File: config.mk
export PLATFORM = sky130hd
export DESIGN_NAME = usel_uart
export DESIGN_NICKNAME = d
export VERILOG_FILES = /design/src/rtl/usel_pkg.sv /design/src/rtl/usel_baud.sv /design/src/rtl/usel_tx.sv /design/src/rtl/usel_rx.sv /design/src/rtl/usel_match.sv /design/src/rtl/usel_uart.sv
export SDC_FILE = /design/constraint.sdc
export NUM_CORES = 1
export LEC_CHECK = 0
export BUFFER_PORTS_ARGS = -buffer_cell sky130_fd_sc_hd__buf_2
export CORE_MARGIN = 3
export CORE_UTILIZATION = 52
export CTS_BUF_LIST = sky130_fd_sc_hd__clkbuf_8
export DETAILED_ROUTE_END_ITERATION = 12
export PLACE_DENSITY = 0.69
export REMOVE_ABC_BUFFERS = 1
export SKIP_LAST_GASP = 1
export SYNTH_ARGS = -nofsm -noshare
export SYNTH_HDL_FRONTEND = slang
export SYNTH_SLANG_ARGS = --single-unit
File: constraint.sdc
create_clock -name clk -period 4.14 [get_ports clk]
set_input_delay 0.414 -clock clk [delete_from_list [all_inputs] [get_ports clk]]
set_output_delay 0.414 -clock clk [all_outputs]
set_load 0.02 [all_outputs]
File: src/rtl/usel_pkg.sv
`timescale 1ns/1ps
package usel_pkg;
   typedef enum logic [1:0] {
      SRC_FIX  = 2'd0,
      SRC_TMR  = 2'd1,
      SRC_DIV  = 2'd2,
      SRC_DIVB = 2'd3
   } src_e;

   typedef struct packed {
      logic tx_b8;
      logic dbuf;
      logic match;
      logic nine;
      src_e src;
   } ctrl_t;

   localparam logic [2:0] RA_DATA = 3'd0;
   localparam logic [2:0] RA_CTRL = 3'd1;
   localparam logic [2:0] RA_DIVL = 3'd2;
   localparam logic [2:0] RA_DIVH = 3'd3;
   localparam logic [2:0] RA_OWN  = 3'd4;
   localparam logic [2:0] RA_STAT = 3'd5;
   localparam logic [7:0] BCAST   = 8'hFF;
endpackage

File: src/rtl/usel_baud.sv
`timescale 1ns/1ps
module usel_baud
   import usel_pkg::*;
#(
   parameter int FIX_DIV = 4,
   parameter int DIV_W   = 16
) (
   input  logic             clk,
   input  logic             rst_n,
   input  src_e             src,
   input  logic [DIV_W-1:0] div,
   input  logic             tim_ovf,
   output logic             tick
);
   localparam logic [DIV_W-1:0] FIX_LIM = DIV_W'(FIX_DIV - 1);

   generate
      if (FIX_DIV < 2) begin : g_bad_fix
         $error("FIX_DIV must be at least 2");
      end
      if (FIX_DIV > (1 << DIV_W)) begin : g_bad_w
         $error("FIX_DIV does not fit the counter");
      end
   endgenerate

   logic [DIV_W-1:0] cnt;
   logic             hit;

   always_comb begin
      unique case (src)
         SRC_FIX: hit = (cnt >= FIX_LIM);
         SRC_TMR: hit = tim_ovf;
         default: hit = (cnt >= div);
      endcase
   end

   always_ff @(posedge clk or negedge rst_n) begin
      if (!rst_n)                     cnt <= '0;
      else if (hit || src == SRC_TMR) cnt <= '0;
      else                            cnt <= cnt + 1'b1;
   end

   assign tick = hit;

   a_r3_div_spacing: assert property (@(posedge clk) disable iff (!rst_n)
      (tick && (src == SRC_DIV || src == SRC_DIVB) && div != '0) |=> (!tick || src == SRC_TMR));
   a_r2_fix_spacing: assert property (@(posedge clk) disable iff (!rst_n)
      (tick && src == SRC_FIX) |=> (!tick || src != SRC_FIX));
endmodule

File: src/rtl/usel_tx.sv
`timescale 1ns/1ps
module usel_tx #(
   parameter int OVS = 16
) (
   input  logic       clk,
   input  logic       rst_n,
   input  logic       tick,
   input  logic       nine,
   input  logic       dbuf,
   input  logic       wr,
   input  logic [7:0] wdata,
   input  logic       wb8,
   output logic       txd,
   output logic       free,
   output logic       occupied
);
   localparam int TW = $clog2(OVS);
   localparam logic [TW-1:0] TLAST = TW'(OVS - 1);

   logic        hold_v;
   logic [8:0]  hold_d;
   logic [10:0] sh;
   logic [TW-1:0] tc;
   logic [3:0]  nleft;
   logic        busy;
   logic        accept, last, ld;
   logic [10:0] frame;

   assign accept = wr && !hold_v && (dbuf || !busy);
   assign last   = busy && tick && (tc == TLAST) && (nleft == 4'd1);
   assign ld     = tick && hold_v && (!busy || last);
   assign frame  = nine ? {1'b1, hold_d[8], hold_d[7:0], 1'b0}
                        : {2'b11, hold_d[7:0], 1'b0};

   always_ff @(posedge clk or negedge rst_n) begin
      if (!rst_n) begin
         hold_v <= 1'b0;
         hold_d <= '0;
         sh     <= '1;
         tc     <= '0;
         nleft  <= '0;
         busy   <= 1'b0;
      end else begin
         if (accept) begin
            hold_v <= 1'b1;
            hold_d <= {wb8, wdata};
         end
         if (ld) begin
            hold_v <= 1'b0;
            sh     <= frame;
            tc     <= '0;
            nleft  <= nine ? 4'd11 : 4'd10;
            busy   <= 1'b1;
         end else if (busy && tick) begin
            if (tc == TLAST) begin
               tc    <= '0;
               sh    <= {1'b1, sh[10:1]};
               nleft <= nleft - 4'd1;
               if (nleft == 4'd1) busy <= 1'b0;
            end else begin
               tc <= tc + 1'b1;
            end
         end
      end
   end

   assign txd      = busy ? sh[0] : 1'b1;
   assign free     = dbuf ? ld : last;
   assign occupied = busy || hold_v;

   a_r6_hold_stable: assert property (@(posedge clk) disable iff (!rst_n)
      (hold_v && !ld) |=> (hold_v && $stable(hold_d)));
   a_r2_start_low: assert property (@(posedge clk) disable iff (!rst_n)
      ld |=> (txd == 1'b0));
   a_r7_no_overwrite: assert property (@(posedge clk) disable iff (!rst_n)
      (busy && !dbuf && !ld) |=> !$rose(hold_v));
endmodule

File: src/rtl/usel_rx.sv
`timescale 1ns/1ps
module usel_rx #(
   parameter int OVS = 16
) (
   input  logic       clk,
   input  logic       rst_n,
   input  logic       tick,
   input  logic       rxd,
   input  logic       nine,
   output logic       done,
   output logic [7:0] data,
   output logic       b8,
   output logic       stop_ok,
   output logic       brk
);
   localparam int TW = $clog2(OVS);
   localparam logic [TW-1:0] TLAST = TW'(OVS - 1);
   localparam logic [TW-1:0] MIDL  = TW'(OVS / 2 - 1);
   localparam logic [TW-1:0] MIDH  = TW'(OVS / 2 + 1);

   logic s1, s2, s3;
   logic active;
   logic [TW-1:0] tc;
   logic [3:0] bidx;
   logic [1:0] ones;
   logic [1:0] votes;
   logic       vote;
   logic [8:0] shreg;
   logic       anyone;
   logic [3:0] last_idx;

   assign votes    = ones + {1'b0, s2};
   assign vote     = (votes >= 2'd2);
   assign last_idx = nine ? 4'd10 : 4'd9;

   always_ff @(posedge clk or negedge rst_n) begin
      if (!rst_n) begin
         s1 <= 1'b1; s2 <= 1'b1; s3 <= 1'b1;
      end else begin
         s1 <= rxd; s2 <= s1; s3 <= s2;
      end
   end

   always_ff @(posedge clk or negedge rst_n) begin
      if (!rst_n) begin
         active  <= 1'b0;
         tc      <= '0;
         bidx    <= '0;
         ones    <= '0;
         shreg   <= '0;
         anyone  <= 1'b0;
         done    <= 1'b0;
         data    <= '0;
         b8      <= 1'b0;
         stop_ok <= 1'b1;
         brk     <= 1'b0;
      end else begin
         done <= 1'b0;
         if (!active) begin
            if (s3 && !s2) begin
               active <= 1'b1;
               tc     <= '0;
               bidx   <= '0;
               ones   <= '0;
               anyone <= 1'b0;
            end
         end else if (tick) begin
            if (tc == TLAST) begin
               tc   <= '0;
               bidx <= bidx + 4'd1;
               ones <= '0;
            end else begin
               tc <= tc + 1'b1;
            end
            if (tc >= MIDL && tc < MIDH) ones <= ones + {1'b0, s2};
            if (tc == MIDH) begin
               if (bidx == 4'd0) begin
                  if (vote) active <= 1'b0;
               end else if (bidx == last_idx) begin
                  done    <= 1'b1;
                  stop_ok <= vote;
                  brk     <= !anyone && !vote;
                  data    <= nine ? shreg[7:0] : shreg[8:1];
                  b8      <= nine ? shreg[8] : 1'b0;
                  active  <= 1'b0;
               end else begin
                  shreg  <= {vote, shreg[8:1]};
                  anyone <= anyone | vote;
               end
            end
         end
      end
   end

   a_r9_done_pulse: assert property (@(posedge clk) disable iff (!rst_n)
      done |=> !done);
   a_r12_brk_bad_stop: assert property (@(posedge clk) disable iff (!rst_n)
      (done && brk) |-> !stop_ok);
endmodule

File: src/rtl/usel_match.sv
`timescale 1ns/1ps
module usel_match
   import usel_pkg::*;
(
   input  logic       filt_on,
   input  logic       b8,
   input  logic [7:0] data,
   input  logic [7:0] own,
   output logic       pass
);
   always_comb begin
      if (!filt_on) pass = 1'b1;
      else          pass = b8 && (data == own || data == BCAST);
   end
endmodule

File: src/rtl/usel_uart.sv
`timescale 1ns/1ps
module usel_uart
   import usel_pkg::*;
#(
   parameter int FIX_DIV = 4,
   parameter int OVS     = 16
) (
   input  logic       clk,
   input  logic       rst_n,
   input  logic       wr_en,
   input  logic       rd_en,
   input  logic [2:0] addr,
   input  logic [7:0] wdata,
   output logic [7:0] rdata,
   input  logic       tim_ovf,
   input  logic       rxd,
   output logic       txd,
   output logic       tx_irq,
   output logic       rx_irq
);
   localparam int DIV_W = 16;

   generate
      if (OVS < 8 || (OVS % 2) != 0) begin : g_bad_ovs
         $error("OVS must be even and at least 8");
      end
   endgenerate

   ctrl_t      ctrl;
   logic [DIV_W-1:0] div;
   logic [7:0] own;
   logic [7:0] rx_data;
   logic       rx_b8q, rxf, txf, ferr, brkf;
   logic       tick, tx_free, tx_occ;
   logic       r_done, r_b8, r_stop, r_brk, pass, acc;
   logic [7:0] r_data;
   logic       wr_data, wr_stat;

   assign wr_data = wr_en && addr == RA_DATA;
   assign wr_stat = wr_en && addr == RA_STAT;

   usel_baud #(.FIX_DIV(FIX_DIV), .DIV_W(DIV_W)) u_baud (
      .clk(clk), .rst_n(rst_n), .src(ctrl.src), .div(div),
      .tim_ovf(tim_ovf), .tick(tick));

   usel_tx #(.OVS(OVS)) u_tx (
      .clk(clk), .rst_n(rst_n), .tick(tick), .nine(ctrl.nine), .dbuf(ctrl.dbuf),
      .wr(wr_data), .wdata(wdata), .wb8(ctrl.tx_b8), .txd(txd),
      .free(tx_free), .occupied(tx_occ));

   usel_rx #(.OVS(OVS)) u_rx (
      .clk(clk), .rst_n(rst_n), .tick(tick), .rxd(rxd), .nine(ctrl.nine),
      .done(r_done), .data(r_data), .b8(r_b8), .stop_ok(r_stop), .brk(r_brk));

   usel_match u_match (
      .filt_on(ctrl.nine && ctrl.match), .b8(r_b8), .data(r_data),
      .own(own), .pass(pass));

   assign acc = r_done && !r_brk && pass;

   always_ff @(posedge clk or negedge rst_n) begin
      if (!rst_n) begin
         ctrl    <= '0;
         div     <= '0;
         own     <= '0;
         rx_data <= '0;
         rx_b8q  <= 1'b0;
         rxf     <= 1'b0;
         txf     <= 1'b0;
         ferr    <= 1'b0;
         brkf    <= 1'b0;
      end else begin
         if (wr_en) begin
            unique case (addr)
               RA_CTRL: ctrl <= ctrl_t'(wdata[5:0]);
               RA_DIVL: div[7:0]  <= wdata;
               RA_DIVH: div[15:8] <= wdata;
               RA_OWN:  own <= wdata;
               default: ;
            endcase
         end
         if (acc) begin
            rxf     <= 1'b1;
            rx_data <= r_data;
            rx_b8q  <= r_b8;
         end else if (rd_en && addr == RA_DATA) begin
            rxf <= 1'b0;
         end
         if (tx_free)                   txf  <= 1'b1;
         else if (wr_stat && wdata[1])  txf  <= 1'b0;
         if (r_done && !r_stop)         ferr <= 1'b1;
         else if (wr_stat && wdata[3])  ferr <= 1'b0;
         if (r_done && r_brk)           brkf <= 1'b1;
         else if (wr_stat && wdata[4])  brkf <= 1'b0;
      end
   end

   always_comb begin
      unique case (addr)
         RA_DATA: rdata = rx_data;
         RA_CTRL: rdata = {2'b00, ctrl};
         RA_DIVL: rdata = div[7:0];
         RA_DIVH: rdata = div[15:8];
         RA_OWN:  rdata = own;
         RA_STAT: rdata = {2'b00, tx_occ, brkf, ferr, rx_b8q, txf, rxf};
         default: rdata = 8'h00;
      endcase
   end

   assign tx_irq = txf;
   assign rx_irq = rxf;

   a_r12_brk_with_ferr: assert property (@(posedge clk) disable iff (!rst_n)
      $rose(brkf) |-> ferr);
   a_r13_filter_b8: assert property (@(posedge clk) disable iff (!rst_n)
      ($rose(rxf) && $past(ctrl.nine && ctrl.match)) |-> rx_b8q);
   a_r12_brk_no_store: assert property (@(posedge clk) disable iff (!rst_n)
      (r_done && r_brk && !rxf) |=> !rxf);
endmodule

==> results by group, run 1 <==
Pwr
  • Peak VDD IR: between 0.2 and 0.3 mV
  • Clock group share of total power: 32.9%
  • Power Internal: 2.55 mW
  • PwrDens: 523 nW/um2
  • Seq pwr share: a little under half
  • Logic pwr share: between 20 and 25%
  • Switching Fraction: a little under a third
  • Sw Pwr: around 1.2 mW
  • P_leak: 3.28 nW

Setup path
  • Data arrival, critical path: about 3.5 ns
  • CP top delay family: simple AND/OR/NAND/NOR gates
  • WS Path Type: reg -> reg
  • Critical Path End Type: flip-flop
  • Crit path required time: 4.46 ns
  • Largest stage delay on the critical path: 0.65 ns
  • Slowest-stage cell, CP: or3_1
  • CP cell instances: ha_1, nand4_1, or4_1, o32ai_1, o21ai_1, or3_1, mux2_4
  • Largest fanout on the critical path: 10
  • Buf+Inv Stages, Crit Path: 0
  • Kind of start point of the critical path: flip-flop

Logic synthesis
  • Commonest cells post-synth: dfrtp_1, mux2_2, nand2_1, nor2_1, inv_1
  • Flop and latch count out of synthesis: 124
  • Post-synthesis cell area: 6340 um2
  • Asr flop ratio synth: 100%
  • Synth Area per Inst: approximately 11 um2
  • Seq/Total Area, Yosys: ~50%
  • Area leader, netlist: dfrtp_1
  • Syn Inst Count: 581
  • Syn. warnings: 0
  • Number of flops mapped to enable cells by yosys: 0
  • Most common cell in the synthesized netlist: dfrtp_1
  • Top post-synthesis cells by area: dfrtp_1, mux2_2, dfstp_2
  • Yosys cell types: 53
  • Synth Flop Type: dfrtp_1
  • Share of the synthesized area in the top cell type: a little over two fifths

Detailed routing
  • DR vias/cell: just under 6
  • Initial DRC count: between 300 and 400
  • Final WL: 13700 um
  • Routed Antenna Nets: 0
  • Detailed Routing Iterations Pass 1: 4
  • Drt wl/cell: 17.9 um
  • Drc violations: 0
  • Vias: approximately 4500

Clock tree
  • CTS Sinks: 124
  • CTS clk-pin slew, worst paths: about 0.070 ns
  • Post-CTS Setup Bufs: 0
  • CTS buffer count: 17
  • Clock Path Buffers: 2
  • Cts hold-fix bufs: 0
  • CTS tree: yes
  • Worst-skew pair later-pin latency: 0.44 ns
  • Max H-tree Level: 4
  • Root buffer cell: clkbuf_8
  • PostCTS Resize Cnt: 0

STA
  • Final period util: 76.0%
  • Minimum clock period: roughly 3.1 ns
  • Final hold viol count: 0
  • Final setup TNS: 0 ns
  • Max-slew headroom: between 30% and 40%
  • Final number of setup-violating endpoints: 0
  • Setup repair after global routing missed its margin: false
  • Setup ws final: 0.996 ns
  • Fmax achieved: around 320 MHz
  • Slew Viols, Final: 0
  • Worst slew pin tran: 0.931 ns
  • Minimum hold slack: 0.0253 ns
  • Worst clock skew: ~0.012 ns

Place
  • IO buf count: 27
  • Placer Congestion: slightly below 0.9
  • Cells after DPL: 736
  • Placed wire-length estimate: 9600 um
  • Dpl ws: 1.00 ns

Cells and area
  • Diodes inserted: 0
  • Fin cells: 768
  • Layout area overhead: 11.6%
  • Final #Nets: 655
  • Layout cells sized above 1: 24.0%

Global routing
  • Gr usage total: 21.9%
  • Grt total ovfl: 0
  • First-pass GRT wire length: between 20000 and 25000 um
  • Largest net degree at the start of global routing: 57
  • Vias in the first global route: 4393
  • Initial antenna violation count: 1

Floorplan
  • Die Height: around 120 um
  • Die area: 13600 um2
  • Row count: 39
  • Io pins: 28
  • Starting density of the core: 54.4%
  • Core area: ~12000 um2
  • Die Width: between 100 and 150 um

Run
  • Max cap viols: 0

Outcome
  • Status: complete, no violations

Min path
  • Hold Crit Class: in -> async
[worst register-to-register path, cell delays in order, from the launching register on]
cell and delay (ns):
dfrtp_1 0.43, ha_1 0.32, nand4_1 0.16, or4_1 0.55, o32ai_1 0.34, o21ai_1 0.19
or3_1 0.65, mux2_4 0.39
[flip-flops by register name, summed over array words and instances, names as in the netlist, 2 cells and up]
name and count:
div 16, u_baud.cnt 16, u_tx.sh 10, u_rx.shreg 9
u_tx.hold_d 9, own 8, rx_data 8, u_rx.data 8
ctrl 6, u_rx.bidx 4, u_rx.tc 4, u_tx.nleft 4
u_tx.tc 4, u_rx.ones 2
[area by class of cell]
cell class | count | area (um2)
inverters | 35 | 131
clock inverters | 13 | 196
flip-flops and latches | 124 | 3120
multi-input cells | 400 | 2990
repair buffers | 34 | 190
fillers | 931 | 4590
clock buffers | 19 | 262
well taps | 143 | 179
[kinds of logic after synthesis]
| group | Yosys count | share of synthesized area [%] |
|---|---|---|
| AO/OA/AOI/OAI | 108 | 11.7 |
| buffers and inverters | 57 | 3.55 |
| adder cells (fa/ha/maj) | 26 | 5.13 |
| multiplexers | 83 | 15.2 |
| flip-flops | 124 | 49.2 |
| XOR/XNOR | 24 | 3.32 |
| AND/OR/NAND/NOR | 159 | 11.9 |
[power by group through the flow]
stage	clock (mW)	combinational [mW]	sequential [mW]
after floorplan	0	0.591	1.62
after global placement	0	0.781	1.67
after detailed placement	0	0.811	1.68
after CTS	1.25	0.819	1.66
after global routing	1.31	0.914	1.70
final	1.22	0.814	1.67
[metal layers]
metal	part of all wire [%]	global-route usage, %	wire length (um)	vias up
met4	1.4	7.35	188	2
met2	44	31.5	6080	92
met1	49	31.7	6720	2221
met5	0.051	0	7	-
met3	5.3	6.53	725	17
li1	-	-	-	2150
[worst paths after layout]
kind	start	endpoint	slack, ns	cells after the start
min in group clk	rxd	u_rx.s1$_DFF_PN1_	0.08	1
max in group asynchronous	rst_n	u_tx.sh[5]$_DFFE_PN1P_	3.13	2
max	u_baud.cnt[13]$_DFF_PN0_	u_rx.shreg[7]$_DFFE_PN0P_	1.0	7
min	rst_n	u_rx.data[6]$_DFFE_PN0P_	0.03	1
max reg2reg	u_baud.cnt[13]$_DFF_PN0_	u_rx.shreg[7]$_DFFE_PN0P_	1.0	7
min reg2reg	u_rx.s1$_DFF_PN1_	u_rx.s2$_DFF_PN1_	0.36	0
[through the flow]
stage                     util, %  cell area (um2)  total power [mW]
final                        60.6             7070              3.70
after global routing         60.6             7070              3.92
after CTS                    60.6             7070              3.73
after detailed placement     56.7             6610              2.49
after global placement       56.7             6610              2.46
after floorplan                 -             6240              2.21
[cells in the final DEF, fill, tap and decap left out, types with 5 or more instances in the layout]
cell       synthesis  routed
a32o_1             5       5
nor2_1            43      43
a21oi_1           18      18
mux2i_1           13      13
xnor2_1           18      18
nand2_1           49      49
nand2b_1           8       8
dfstp_2           14      14
nand3_1           13      13
a21o_1             5       5
xor2_1             6       6
ha_1              26      26
a22oi_1           15      15
mux2_2            60      60
o22ai_1            5       5
inv_1             35      36
o21a_1             5       5
bufinv_16          0       5
mux2_4             9       9
o21ai_0           23      23
and3_1             8       8
clkbuf_8           0      19
nor4_1             5       5
o2bb2ai_1          8       8
dfrtp_1          110     110
buf_4              0       8
nand4_1           11      11
nor3_1             7       7
buf_2              3      26
Note: power is estimated with default switching activity, not from simulation.
==> run 2: changes to the inputs <==
==> constraint.sdc (replaced) <==
create_clock -name clk -period 2.9 [get_ports clk]
set_input_delay 0.29 -clock clk [delete_from_list [all_inputs] [get_ports clk]]
set_output_delay 0.29 -clock clk [all_outputs]
set_load 0.02 [all_outputs]
==> run 2 against run 1 <==
Combinational power is 63% higher. Clock skew shrank 0.0027 ns. Die area unchanged. Wire length is 5.9% higher.
==> results by group, run 2 (synthesized netlist as in run 1, its figures left out) <==
Setup path
  • Crit path required time: 3.20 ns
  • CP cell instances: inv_1, ha_1, nand4_1, or4_4, o32ai_4, o21ai_4, or3_4, buf_6, mux2_4
  • Critical Path End Type: flip-flop
  • CP startpoint: div[9]$_DFFE_PN0P_
  • Reg2reg end: u_rx.shreg[2]$_DFFE_PN0P_
  • Worst r2r src: div[9]$_DFFE_PN0P_
  • Internal reg-to-reg setup slack: between 0.05 and 0.06 ns
  • WS Path Type: reg -> reg
  • Data arrival, critical path: 3.15 ns
  • Largest fanout on the critical path: 5
  • R2R depth: 9
  • Largest stage delay on the critical path: 0.56 ns
  • Worst Setup EP: u_rx.shreg[2]$_DFFE_PN0P_
  • Slowest-stage cell, CP: or4_4
  • Kind of start point of the critical path: flip-flop

STA
  • Worst clock skew: 0.00916 ns
  • Fmax achieved: 352 MHz
  • Setup ws final: around 0.057 ns
  • Worst slew pin tran: 0.820 ns
  • Final number of setup-violating endpoints: 0
  • Minimum hold slack: approximately 0.17 ns
  • Slew Viols, Final: 0
  • Final hold viol count: 0
  • Minimum clock period: 2.84 ns
  • Final period util: 98.0%
  • Max-slew headroom: a little under half

Cells and area
  • Fill cell count: 918
  • Layout area overhead: 16.1%
  • Area of the multi-input gates: 3050 um2
  • Fin cells: 802
  • FF/Latch Area: 3120 um2
  • Commonest non-fill, non-tap cell in the layout: dfrtp_1
  • Final #Nets: between 600 and 700
  • Most frequent cells in the layout: dfrtp_1, mux2_2, nand2_1
  • Diodes inserted: 0
  • Layout cells sized above 1: 27.8%
  • Top flop regs: div x16, u_baud.cnt x16, u_tx.sh x10
  • Fin util: 63.1%

Global routing
  • Initial antenna violation count: 0
  • First-pass GRT wire length: 23800 um
  • Met3 usage: between 5 and 6%
  • Busiest grt layer: met2
  • Met1 Usage GRT: between 30 and 40%
  • Grt total ovfl: 0
  • Largest net degree at the start of global routing: 63
  • Vias in the first global route: 4625
  • Gr usage total: 22.8%
  • Grt met2 use: 35.4%

Clock tree
  • Max H-tree Level: 4
  • Root buffer cell: clkbuf_8
  • Worst-skew pair later-pin latency: between 0.4 and 0.5 ns
  • CTS Sinks: 124
  • CTS buffer count: 17
  • CTS tree: yes
  • Clock Path Buffers: 2
  • CTS clk-pin slew, worst paths: approximately 0.070 ns

Detailed routing
  • Initial DRC count: 318
  • Drc violations: 0
  • Final WL: roughly 15000 um
  • Drt wl/cell: 18.1 um
  • Detailed Routing Iterations Pass 1: 6
  • DR vias/cell: 5.85
  • Vias: 4692
  • Routed Antenna Nets: 0

Pwr
  • Switching Fraction: 31.5%
  • PwrDens: 714 nW/um2
  • Total power: 5.25 mW
  • Peak VDD IR: 0.442 mV
  • Sw Pwr: around 1.7 mW
  • Power Internal: 3.60 mW
  • Logic pwr share: 25.3%
  • Seq pwr share: 44.9%
  • Clock group share of total power: 29.8%
  • P_leak: 3.47 nW

Floorplan
  • Die area: between 10000 and 15000 um2
  • Io pins: 28
  • Die Width: 116 um
  • Die Height: 116 um
  • Core area: 11700 um2
  • Starting density of the core: ~54%
  • Row count: 39

Place
  • Placer Congestion: 0.859
  • IO buf count: 27
  • Cells after DPL: 765
  • Placed wire-length estimate: 10300 um
  • Dpl ws: -0.0660 ns

Outcome
  • Status: complete, no violations

Min path
  • Hold Crit Class: in -> reg

Run
  • Max cap viols: 0
## run 2: layer usage
layer	vias to the layer above	share of wire (%)
met3	21	5.6
li1	2221	-
met5	-	0
met2	113	46
met1	2337	46
met4	0	1.7
## run 2: repair_timing
item / in CTS / in global routing
hold buffers: 2 / 0
endpoints found under the hold margin: 57 / 0
cloned: 0 / 1
setup endpoints to repair: 9 / 9
pin swaps: 0 / 4
resized for setup: 2 / 11
setup buffers: 0 / 2
## run 2: how the worst min path moves through the flow
stage                         endpoint         startpoint  depth (start not counted)  slack (ns)
finish              div[7]$_DFFE_PN0P_           wdata[7]                          3        0.17
CTS                 div[7]$_DFFE_PN0P_           wdata[7]                          3        0.13
global placement     u_rx.s2$_DFF_PN1_  u_rx.s1$_DFF_PN1_                          0        0.35
floorplan             brkf$_DFFE_PN0P_              rst_n                          0      -0.006
global route        rx_irq$_DFFE_PN0P_              rd_en                          3        0.16
detailed placement   u_rx.s2$_DFF_PN1_  u_rx.s1$_DFF_PN1_                          0        0.35
## run 2: layout make-up
| class | count | share of cell area (%) |
|---|---|---|
| inverter | 35 | 1.79 |
| tap | 143 | 2.43 |
| timing repair buffer | 68 | 6.39 |
| sequential | 124 | 42.4 |
| clock inverter | 14 | 2.21 |
| clock buffer | 18 | 3.37 |
| multi-input combinational | 400 | 41.4 |
## run 2: through the flow
stage	area [um2]	TNS, ns
after detailed placement	6840	-0.514
after global placement	6840	0
after global routing	7360	-0.381
after CTS	7290	0
final	7360	0
after floorplan	6240	-8.24
## run 2: power groups by stage
stage	Sequential (mW)	Clock, mW	Combinational [mW]
3_5_place_dp	2.38	0	1.27
6_report	2.36	1.57	1.33
4_1_cts	2.35	1.60	1.29
3_3_place_gp	2.36	0	1.22
2_1_floorplan	2.31	0	0.843
5_1_grt	2.41	1.69	1.50
## run 2: worst max-delay path, delay by kind of cell (launching register included)
family	cells	cell delay, ns
multiplexers	1	0.29
flip-flops	1	0.36
adder cells (fa/ha/maj)	1	0.29
buffers and inverters	2	0.20
AO/OA/AOI/OAI	2	0.47
AND/OR/NAND/NOR	3	1.10
